### config.mk
export PLATFORM = sky130hd
export DESIGN_NAME = burst_addr_gen
export DESIGN_NICKNAME = d
export VERILOG_FILES = /design/src/rtl/burst_pkg.sv /design/src/rtl/burst_start_capture.sv /design/src/rtl/burst_beat_counter.sv /design/src/rtl/burst_order_map.sv /design/src/rtl/burst_addr_gen.sv
export SDC_FILE = /design/constraint.sdc
export NUM_CORES = 1
export LEC_CHECK = 0
export ABC_AREA = 0
export BUFFER_PORTS_ARGS = -buffer_cell sky130_fd_sc_hd__buf_2
export CAP_MARGIN = 20
export CORE_UTILIZATION = 47
export DETAILED_ROUTE_END_ITERATION = 16
export PLACE_DENSITY_LB_ADDON = 0.12
export SLEW_MARGIN = 40
export SYNTH_ARGS = -nofsm -noshare
export SYNTH_HDL_FRONTEND = slang
export SYNTH_HIERARCHICAL = 1
export SYNTH_SLANG_ARGS = --single-unit
### constraint.sdc
create_clock -name clk -period 1.97 [get_ports clk]
set_input_delay 0.2955 -clock clk [delete_from_list [all_inputs] [get_ports clk]]
set_output_delay 0.2955 -clock clk [all_outputs]
set_load 0.1 [all_outputs]
### src/rtl/burst_pkg.sv
// Package: shared constants and types for the burst address generator.
// Assumes: bursts are always four beats, so the beat index is two bits.
package burst_pkg;
    localparam int BEAT_W = 2;
    localparam int BEATS  = 1 << BEAT_W;

    typedef logic [BEAT_W-1:0] beat_t;

    typedef enum logic {
        ORDER_LINEAR      = 1'b0,
        ORDER_INTERLEAVED = 1'b1
    } order_e;
endpackage

### src/rtl/burst_start_capture.sv
// Module: burst_start_capture
// Holds the start address and the beat order of the current burst.
// Assumes: start is the OR of both strobes and is computed by the parent.
module burst_start_capture
    import burst_pkg::*;
#(
    parameter int ADDR_W = 17
) (
    input  logic              clk,
    input  logic              rst_n,
    input  logic              start,
    input  logic [ADDR_W-1:0] addr_in,
    input  logic              order_sel,
    output logic [ADDR_W-1:0] start_addr,
    output order_e            order_q
);

    // Capture the start address and the order on a strobe edge.
    always_ff @(posedge clk) begin
        if (!rst_n) begin
            start_addr <= '0;
            order_q    <= ORDER_LINEAR;
        end else if (start) begin
            start_addr <= addr_in;
            order_q    <= order_e'(order_sel);
        end
    end

endmodule

### src/rtl/burst_beat_counter.sv
// Module: burst_beat_counter
// Two-bit wrapping beat index. A start clears it; an advance steps it.
// Assumes: start has priority over advance.
module burst_beat_counter
    import burst_pkg::*;
(
    input  logic  clk,
    input  logic  rst_n,
    input  logic  start,
    input  logic  advance,
    output beat_t beat
);

    // Clear on a start, otherwise step modulo four on an advance.
    always_ff @(posedge clk) begin
        if (!rst_n) begin
            beat <= '0;
        end else if (start) begin
            beat <= '0;
        end else if (advance) begin
            beat <= beat + beat_t'(1);
        end
    end

endmodule

### src/rtl/burst_order_map.sv
// Module: burst_order_map
// Combinational map from the start low bits and the beat index to the
// low bits of the beat address, in either order.
// Assumes: purely combinational; the order does not change within a burst.
module burst_order_map
    import burst_pkg::*;
(
    input  beat_t  start_low,
    input  beat_t  beat,
    input  order_e order,
    output beat_t  low_out
);

    beat_t lin_low;
    beat_t ilv_low;

    // Form the interleaved low bits one bit at a time.
    for (genvar b = 0; b < BEAT_W; b++) begin : g_ilv
        assign ilv_low[b] = start_low[b] ^ beat[b];
    end

    // Form the linear low bits by adding modulo four.
    always_comb begin
        lin_low = start_low + beat;
    end

    // Pick the order that was captured for this burst.
    always_comb begin
        low_out = (order == ORDER_INTERLEAVED) ? ilv_low : lin_low;
    end

endmodule

### src/rtl/burst_addr_gen.sv
// Module: burst_addr_gen (top)
// Burst address generator with two start strobes, an advance input and a
// selectable beat order. burst_addr is valid one edge after its cause.
// Assumes: ADDR_W > 2; the upper bits never take a carry from the counter.
module burst_addr_gen
    import burst_pkg::*;
#(
    parameter int ADDR_W = 17
) (
    input  logic              clk,
    input  logic              rst_n,
    input  logic              proc_strobe,
    input  logic              ctrl_strobe,
    input  logic              advance,
    input  logic              order_sel,
    input  logic [ADDR_W-1:0] addr_in,
    output logic [ADDR_W-1:0] burst_addr
);

    localparam int HI_W = ADDR_W - BEAT_W;

    logic              start;
    logic [ADDR_W-1:0] start_addr;
    order_e            order_q;
    beat_t             beat;
    beat_t             low_bits;

    // Either strobe starts a burst.
    always_comb begin
        start = proc_strobe | ctrl_strobe;
    end

    burst_start_capture #(.ADDR_W(ADDR_W)) u_capture (
        .clk        (clk),
        .rst_n      (rst_n),
        .start      (start),
        .addr_in    (addr_in),
        .order_sel  (order_sel),
        .start_addr (start_addr),
        .order_q    (order_q)
    );

    burst_beat_counter u_beat (
        .clk     (clk),
        .rst_n   (rst_n),
        .start   (start),
        .advance (advance),
        .beat    (beat)
    );

    burst_order_map u_map (
        .start_low (start_addr[BEAT_W-1:0]),
        .beat      (beat),
        .order     (order_q),
        .low_out   (low_bits)
    );

    // Join the held upper bits to the sequenced low bits.
    always_comb begin
        burst_addr = {start_addr[ADDR_W-1 -: HI_W], low_bits};
    end

endmodule

==> flow_summary.json, run 1 <==
{
  "result_of_the_run": "complete, but fails checks",
  "violations": "design-rule violations",
  "hold_end": "u_capture/start_addr[0]$_SDFFE_PN0P_",
  "clock-root-buffer": "sky130_fd_sc_hd__clkbuf_4",
  "chipHeight_um": 43.7,
  "path_max_fanout": 4,
  "synthesized_area_divided_by_synthesized_cell_count_um2": 11.7,
  "grt_pass1_wl_um": 2320,
  "dr.pass1.iters": 9,
  "grt_start_max_net_pins": 20,
  "total_die_area_um2": 1910,
  "cts_repair_resize_count": 0,
  "synthesis.area_um2": 816,
  "fin_crit_sh_pct": 92.0,
  "slew_viol_final": 0,
  "worst_ep_arrival_time_ps": 1520,
  "dr.first_iter.drc_count": 2,
  "area_delta_synth_final_pct": 26.1,
  "end_kind": "output pin",
  "routed_wl_per_cell_um": 10.8,
  "r2r-start": "u_beat/beat[1]$_SDFFE_PP0P_",
  "row_count": 14,
  "cts_buffers": 3,
  "global_route.overflow_total": 0,
  "hold_class": "in -> reg",
  "num_antenna_cells": 0,
  "placement.io_buffers": 39,
  "synth_cells": 70,
  "layout-drive-gt1-share_pct": 41.3,
  "min_delay_startpoint": "addr_in[0]",
  "number_of_warning_messages_in_the_yosys_log": 6,
  "htreeDepth": 1,
  "remaining_drc_errors": 2,
  "synth_simple_gate_area_share_pct": 17.5,
  "sequential_cell_area_um2": 400,
  "grtUsageTotal_pct": 16.6,
  "numClockSinks": 20,
  "final_clock_skew_ps": 0.00702,
  "r2r_slack_ps": 1230,
  "finalNetCount": 135,
  "nFillCells": 139,
  "tritoncts": "done",
  "static-leakage-power_nw": 0.566,
  "initial_core_util_pct": 52.3,
  "setup_viol": 0,
  "synth_seq_cells": 20,
  "synthXorXnorAreaFrac_pct": 3.22,
  "whs_path_depth": 3,
  "layout_commonest_cell": "sky130_fd_sc_hd__buf_2",
  "path_clk_slew_ps": 100,
  "synth-compound-area-share_pct": 2.30,
  "cell_type_of_the_slowest_stage_on_the_worst_timing_path": "sky130_fd_sc_hd__dfxtp_1",
  "clk_latency_ps": 280,
  "cp.buffers_inverters": 1,
  "fmax_mhz": 552,
  "final_hold_viols": 0,
  "multi_input_combinational_cell_area_um2": 388,
  "cells_on_worst_reg2reg_path": 2,
  "postCtsHoldBufs": 0,
  "route.vias.total": 586,
  "fin_util_pct": 66.0,
  "timing.critical_path.required_ps": 1670,
  "ys_types": 14,
  "irDropWorstVdd_mv": 0.598,
  "place.detailed.hpwl_um": 992,
  "finalWeightedCongestion": 0.678,
  "critical_path_depth": 4,
  "final.setup.tns_ps": 0,
  "core_um2": 1560,
  "post_synth_mux_area_share_pct": 22.1,
  "vias_in_the_first_global_route": 564,
  "synth_nets": 94,
  "postCtsSetupBuffers": 0,
  "worst_setup_start_kind": "flip-flop",
  "cpPeakStageDelay_ps": 400,
  "timing.final.crit_period_ps": 1810,
  "criticalPathCategory": "reg -> out",
  "fp.dieW_um": 43.7,
  "cp_top_family": "flip-flops",
  "p_per_area_nw_per_um2": 873,
  "postRouteAntennaNets": 0,
  "max_capacitance_violation_count": 0,
  "vias_per_cell": 4.69,
  "ctsLongestPathBuffers": 2,
  "critical_path.cell_chain": "ha_1 -> nor2b_1 -> xnor2_2 -> clkbuf_4",
  "worst_pin_slew_ps": 540,
  "timing.rr.end": "u_beat/beat[1]$_SDFFE_PP0P_",
  "slew-limit-headroom_pct": 64.0,
  "final_cell_mix": "sky130_fd_sc_hd__buf_2, sky130_fd_sc_hd__dfxtp_1, sky130_fd_sc_hd__nor2b_1",
  "postRouteWirelength_um": 1350,
  "number_of_antenna_violations_at_the_first_check_in_global_routing": 0,
  "synth-adder-area-share_pct": 1.53,
  "synth_top_family_by_area": "multiplexers",
  "seq_area_frac_synth_pct": 49.1,
  "design.portCount": 40,
  "rsz0062_at_grt": "no"
}
[power breakdown]
part	internal [W]	switching [W]	leakage (nW)
Sequential	0.000429	0.0000117	0.166
Combinational	0.0000641	0.000210	0.386
Clock	0.0000710	0.000113	0.0138
[worst register-to-register path: cells and delay by family, from the launching register on]
| kind | cells | cell delay (ps) |
|---|---|---|
| AO/OA/AOI/OAI | 2 | 310 |
| flip-flops | 1 | 380 |
[Yosys cell counts, drive strengths merged]
master / count / area [µm²]
nor2b: 19 / 119
nand3b: 1 / 7.51
a21oi: 1 / 8.76
clkbuf: 1 / 3.75
mux2i: 18 / 180
dfxtp: 20 / 400
xnor2: 3 / 26.3
buf: 2 / 31.3
nand2b: 1 / 6.26
ha: 1 / 12.5
or2: 1 / 6.26
nor2: 1 / 3.75
a21bo: 1 / 10.0
[metrics by stage]
step                      power (W)  hold WS, ps  instance area [µm²]  std cells  setup WS (ps)
final                      0.000898          260                 1030        125            158
after global routing       0.000934          265                 1030        125           56.2
after CTS                  0.000908          253                 1030        125           48.1
after detailed placement   0.000725          498                 1000        122            378
after global placement     0.000721          490                 1000        122            384
after floorplan            0.000679          424                  823         70            116
[cell type report]
type | count | area share [%]
Sequential cell | 20 | 38.9
Timing Repair Buffer | 39 | 19.2
Clock buffer | 3 | 2.19
Multi-Input combinational cell | 47 | 37.7
Tap cell | 16 | 1.95
[cell families after synthesis]
| group | after synthesis |
|---|---|
| AND/OR/NAND/NOR | 23 |
| flip-flops | 20 |
| multiplexers | 18 |
| XOR/XNOR | 3 |
| buffers and inverters | 3 |
| AO/OA/AOI/OAI | 2 |
| adder cells (fa/ha/maj) | 1 |
[layer usage]
metal | global-route usage, % | share of wire, % | vias to the layer above
met5 | 0 | 0 | -
met4 | 3.75 | 0 | 0
met3 | 6.25 | 6.8 | 0
met2 | 28.4 | 46 | 23
met1 | 19.6 | 47 | 253
li1 | - | - | 310
[worst max path at each step]
stage                           startpoint                               endpoint  slack [ps]
2_1_floorplan  u_beat/beat[0]$_SDFFE_PP0P_                          burst_addr[1]         120
3_3_place_gp                   proc_strobe  u_capture/start_addr[12]$_SDFFE_PN0P_         380
3_5_place_dp   u_beat/beat[0]$_SDFFE_PP0P_                          burst_addr[1]         380
4_1_cts        u_beat/beat[0]$_SDFFE_PP0P_                          burst_addr[1]          50
5_1_grt        u_beat/beat[0]$_SDFFE_PP0P_                          burst_addr[1]          60
6_report       u_beat/beat[0]$_SDFFE_PP0P_                          burst_addr[1]         160
[state kept, by name (all words and copies together), names as in the netlist]
| signal | flops |
|---|---|
| u_capture/start_addr | 17 |
| u_beat/beat | 2 |
| u_capture/order_q | 1 |
Power figures use the tool's default switching activity.
==> run 2, diff against run 1 <==
- CTS_BUF_LIST: not set -> sky130_fd_sc_hd__clkbuf_16
==> run 2 against run 1 <==
Against the previous run: the flow still finishes with violations (design-rule violations); register-to-register slack about the same; clock-buffer cell count is the same; critical path depth unchanged; non-clock buffer count unchanged; first-iteration DRC count unchanged; hold slack improved by 49 ps; combinational power hardly changed; flip-flop and latch count did not move; routed wire length increased by 0.89%; utilization is 3.2 points higher; critical path type unchanged; critical endpoint unchanged.
==> flow_summary.json, run 2 (synthesis results as in run 1) <==
{
  "result_of_the_run": "complete, but fails checks",
  "violations": "design-rule violations",
  "remaining_drc_errors": 2,
  "max_capacitance_violation_count": 0,
  "grt_start_max_net_pins": 20,
  "cts_repair_resize_count": 0,
  "ctsLongestPathBuffers": 2,
  "path_max_fanout": 4,
  "clk_latency_ps": 240,
  "layout_commonest_cell": "sky130_fd_sc_hd__buf_2",
  "dr.first_iter.drc_count": 2,
  "place.detailed.hpwl_um": 992,
  "row_count": 14,
  "vias_per_cell": 4.70,
  "critical_path.cell_chain": "ha_1 -> nor2b_1 -> xnor2_2 -> buf_2",
  "placement.io_buffers": 39,
  "chipHeight_um": 43.7,
  "route.vias.total": 588,
  "design.portCount": 40,
  "fmax_mhz": 544,
  "htreeDepth": 1,
  "fin_crit_sh_pct": 93.4,
  "numClockSinks": 20,
  "p_per_area_nw_per_um2": 1030,
  "timing.final.crit_period_ps": 1840,
  "postRouteAntennaNets": 0,
  "final_clock_skew_ps": 0.376,
  "irDropWorstVdd_mv": 0.852,
  "slew_viol_final": 0,
  "global_route.overflow_total": 0,
  "vias_in_the_first_global_route": 567,
  "cpPeakStageDelay_ps": 430,
  "criticalPathCategory": "reg -> out",
  "largest_register_ffs": 17,
  "routed_wl_per_cell_um": 10.9,
  "postRouteWirelength_um": 1360,
  "final_cell_mix": "sky130_fd_sc_hd__buf_2, sky130_fd_sc_hd__dfxtp_1, sky130_fd_sc_hd__nor2b_1",
  "grtUsageTotal_pct": 17.5,
  "slew-limit-headroom_pct": 64.1,
  "cp_top_family": "buffers and inverters",
  "path_clk_slew_ps": 50,
  "rsz0062_at_grt": "no",
  "worst_setup_start_kind": "flip-flop",
  "timing.critical_path.required_ps": 1670,
  "worst_ep_arrival_time_ps": 1540,
  "core_um2": 1560,
  "layout-drive-gt1-share_pct": 41.3,
  "hold_class": "in -> reg",
  "dpl_cell_area_um2": 1000,
  "tritoncts": "done",
  "static-leakage-power_nw": 0.589,
  "grt_pass1_wl_um": 2360,
  "end_kind": "output pin",
  "area_delta_synth_final_pct": 32.2,
  "postCtsHoldBufs": 0,
  "dr.pass1.iters": 9,
  "worst_pin_slew_ps": 538,
  "clock-root-buffer": "sky130_fd_sc_hd__clkbuf_16",
  "finalWeightedCongestion": 0.678,
  "initial_core_util_pct": 52.3,
  "setup_viol": 0,
  "finalNetCount": 135,
  "layout.cell_area.non_filler_um2": 1080,
  "fp.dieW_um": 43.7,
  "num_antenna_cells": 0,
  "final_hold_viols": 0,
  "final.setup.tns_ps": 0,
  "cell_type_of_the_slowest_stage_on_the_worst_timing_path": "sky130_fd_sc_hd__buf_2",
  "number_of_antenna_violations_at_the_first_check_in_global_routing": 0,
  "cts_buffers": 3,
  "cp.buffers_inverters": 1,
  "biggestRegsByFlops": "u_capture/start_addr: 17 flops, u_beat/beat: 2 flops, u_capture/order_q: 1 flops",
  "total_die_area_um2": 1910,
  "postCtsSetupBuffers": 0,
  "regMostFlops": "u_capture/start_addr"
}
## run 2: report_power, final
group          internal (W)  switching, W
registers          0.000430     0.0000117
clock network      0.000267      0.000131
logic             0.0000634      0.000210
## run 2: path summary, 6_finish.rpt
path	start	cells past startpoint	to	slack (ps)
setup / recovery	u_beat/beat[0]$_SDFFE_PP0P_	4	burst_addr[1]	130
hold / removal	addr_in[5]	3	u_capture/start_addr[5]$_SDFFE_PN0P_	310
setup reg to reg	u_beat/beat[1]$_SDFFE_PP0P_	2	u_beat/beat[1]$_SDFFE_PP0P_	1220
hold reg to reg	u_capture/start_addr[8]$_SDFFE_PN0P_	2	u_capture/start_addr[8]$_SDFFE_PN0P_	510
## run 2: layer usage
layer | track usage [%] | up-vias | wire, µm
li1 | - | 310 | -
met1 | 19.6 | 255 | 616
met2 | 29.0 | 23 | 648
met3 | 6.25 | 0 | 93
met4 | 9.38 | 0 | 0
met5 | 0 | - | 0
## run 2: through the flow
stage	worst slack [ps]	utilization (%)	power [W]	hold WS, ps	cells
4_1_cts	115	69.2	0.00113	308	125
2_1_floorplan	116	-	0.000679	424	70
3_3_place_gp	384	64.4	0.000721	490	122
3_5_place_dp	378	64.4	0.000725	498	122
6_report	131	69.2	0.00111	309	125
5_1_grt	36.0	69.2	0.00116	323	125
## run 2: worst min-delay path: stages
cell and delay, ps:
sky130_fd_sc_hd__buf_2 70, sky130_fd_sc_hd__mux2i_1 60, sky130_fd_sc_hd__nor2b_1 90
## run 2: area by class of cell
| cell class | instances | area, µm² |
|---|---|---|
| fillers | 137 | 480 |
| flip-flops and latches | 20 | 400 |
| multi-input cells | 47 | 388 |
| repair buffers | 39 | 195 |
| clock buffers | 3 | 75.1 |
| well taps | 16 | 20.0 |
==> run 3, diff against run 2 <==
- CELL_PAD_IN_SITES_DETAIL_PLACEMENT: not set -> 0
- CELL_PAD_IN_SITES_GLOBAL_PLACEMENT: not set -> 1
- CORE_ASPECT_RATIO: not set -> 1.4
- CORE_UTILIZATION: 47 -> 35
- PLACE_DENSITY_LB_ADDON: 0.12 -> 0.1
- REMOVE_ABC_BUFFERS: not set -> 1
==> run 3 against run 2 <==
Against the previous run: the flow now finishes without violations; total power is 0.37% higher; final cell count grew 5.6%; global-route usage decreased by 5.8 points; maximum frequency grew 2.3%; routed wire length increased by 2.4%; sequential power about the same; non-clock buffer count stayed put; critical path type unchanged; largest cell class unchanged.
==> flow_summary.json, run 3 (synthesis results as in run 1) <==
{
  "remaining_drc_errors": 0,
  "postRouteWirelength_um": 1390,
  "num_antenna_cells": 0,
  "setup_viol": 0,
  "r2r-start": "u_beat/beat[1]$_SDFFE_PP0P_",
  "cells_on_worst_reg2reg_path": 2,
  "place.detailed.hpwl_um": 987,
  "route.vias.total": 599,
  "initial_core_util_pct": 37.5,
  "nFillCells": 233,
  "total_die_area_um2": 2530,
  "cp_top_family": "buffers and inverters",
  "sequential_cell_area_um2": 400,
  "slew_viol_final": 0,
  "routed_wl_per_cell_um": 10.5,
  "crit_end": "burst_addr[1]",
  "number_of_antenna_violations_at_the_first_check_in_global_routing": 0,
  "layout.cell_area.non_filler_um2": 1080,
  "fmax_mhz": 556,
  "r2r_slack_ps": 1230,
  "fin_util_pct": 49.7,
  "fin_crit_sh_pct": 91.3,
  "global_route.overflow_total": 0,
  "hold_class": "in -> reg",
  "regMostFlops": "u_capture/start_addr",
  "layout-drive-gt1-share_pct": 40.0,
  "grtUsageTotal_pct": 11.7,
  "placement.io_buffers": 39,
  "worst_setup_start_kind": "flip-flop",
  "grt_pass1_wl_um": 2210,
  "critical_path.cell_chain": "ha_1 -> nor2b_1 -> xnor2_1 -> buf_2",
  "max_capacitance_violation_count": 0,
  "final_cell_mix": "sky130_fd_sc_hd__buf_2, sky130_fd_sc_hd__dfxtp_1, sky130_fd_sc_hd__nor2b_1",
  "postCtsSetupBuffers": 0,
  "timing.rr.end": "u_beat/beat[1]$_SDFFE_PP0P_",
  "p_per_area_nw_per_um2": 1030,
  "timing.critical_path.required_ps": 1670,
  "irDropWorstVdd_mv": 0.521,
  "rsz0062_at_grt": "no",
  "worst_ep_arrival_time_ps": 1500,
  "fp.dieW_um": 42.8,
  "finalWeightedCongestion": 0.617,
  "dr.first_iter.drc_count": 1,
  "timing.final.crit_period_ps": 1800,
  "setup.worst_path.start": "u_beat/beat[0]$_SDFFE_PP0P_",
  "dpl_cell_area_um2": 1000,
  "finalNetCount": 135,
  "final_hold_viols": 0,
  "htreeDepth": 1,
  "path_max_fanout": 4,
  "path_clk_slew_ps": 50,
  "ctsLongestPathBuffers": 2,
  "clock-root-buffer": "sky130_fd_sc_hd__clkbuf_16",
  "postCtsHoldBufs": 0,
  "result_of_the_run": "finished clean",
  "core_um2": 2180,
  "final_clock_skew_ps": 0.101,
  "postRouteAntennaNets": 0,
  "chipHeight_um": 59.1,
  "cts_repair_resize_count": 0,
  "grt_start_max_net_pins": 20,
  "static-leakage-power_nw": 0.584,
  "worst_pin_slew_ps": 573,
  "multi_input_combinational_cell_area_um2": 380,
  "vias_per_cell": 4.54,
  "vias_in_the_first_global_route": 537,
  "critical_path_depth": 4,
  "design.portCount": 40,
  "biggestRegsByFlops": "u_capture/start_addr: 17 flops, u_beat/beat: 2 flops, u_capture/order_q: 1 flops",
  "tritoncts": "done",
  "layout_commonest_cell": "sky130_fd_sc_hd__buf_2",
  "end_kind": "output pin",
  "cpPeakStageDelay_ps": 430,
  "cp.buffers_inverters": 1,
  "clk_latency_ps": 240,
  "area_delta_synth_final_pct": 32.7,
  "numClockSinks": 20,
  "slew-limit-headroom_pct": 61.8,
  "criticalPathCategory": "reg -> out",
  "cell_type_of_the_slowest_stage_on_the_worst_timing_path": "sky130_fd_sc_hd__buf_2",
  "dr.pass1.iters": 2,
  "largest_register_ffs": 17,
  "cts_buffers": 3,
  "row_count": 20
}
run 3: cell types whose count changed in the layout (fill, tap and decap cells not counted), sizes merged:
cell | before | now
clkinv | 0 | 1
run 3: per-stage QoR:
step | worst slack [ps] | TNS (ps) | hold WS, ps | std cells | power [W]
after floorplan | -519 | -519 | 424 | 67 | 0.000670
after global placement | 365 | 0 | 493 | 128 | 0.000721
after detailed placement | 423 | 0 | 503 | 128 | 0.000723
after CTS | 158 | 0 | 308 | 132 | 0.00113
after global routing | 113 | 0 | 311 | 132 | 0.00117
final | 172 | 0 | 306 | 132 | 0.00112
run 3: worst min-delay path, stage by stage:
cell and delay, ps:
sky130_fd_sc_hd__buf_2 70, sky130_fd_sc_hd__mux2i_1 50, sky130_fd_sc_hd__nor2b_1 90
run 3: power breakdown:
group	total (W)	internal, W	switching (W)
combinational	0.000272	0.0000626	0.000210
sequential	0.000441	0.000429	0.0000117
clock	0.000404	0.000270	0.000134
run 3: layout make-up:
cell class	count	share of cell area, %
Clock buffer	3	6.94
Clock inverter	1	0.347
Multi-Input combinational cell	47	35.1
Sequential cell	20	37.0
Tap cell	22	2.54
Timing Repair Buffer	39	18.0
run 3: worst min-delay path by stage:
| stage | from | to | slack (ps) | depth (start not counted) |
|---|---|---|---|---|
| 6_report | addr_in[0] | u_capture/start_addr[0]$_SDFFE_PN0P_ | 310 | 3 |
| 3_5_place_dp | u_capture/start_addr[15]$_SDFFE_PN0P_ | u_capture/start_addr[15]$_SDFFE_PN0P_ | 500 | 2 |
| 2_1_floorplan | rst_n | u_capture/order_q$_SDFFE_PN0P_ | 420 | 1 |
| 5_1_grt | addr_in[7] | u_capture/start_addr[7]$_SDFFE_PN0P_ | 310 | 3 |
| 3_3_place_gp | u_capture/start_addr[4]$_SDFFE_PN0P_ | u_capture/start_addr[4]$_SDFFE_PN0P_ | 490 | 2 |
| 4_1_cts | addr_in[6] | u_capture/start_addr[6]$_SDFFE_PN0P_ | 310 | 3 |
run 3: layer usage:
layer | vias up | share of wire, % | global-route usage (%) | wire length [µm]
li1 | 311 | - | - | -
met1 | 265 | 49 | 14.6 | 677
met2 | 21 | 43 | 18.2 | 605
met3 | 2 | 6.5 | 3.05 | 90
met4 | 0 | 1.2 | 6.70 | 17
met5 | - | 0 | 0 | 0
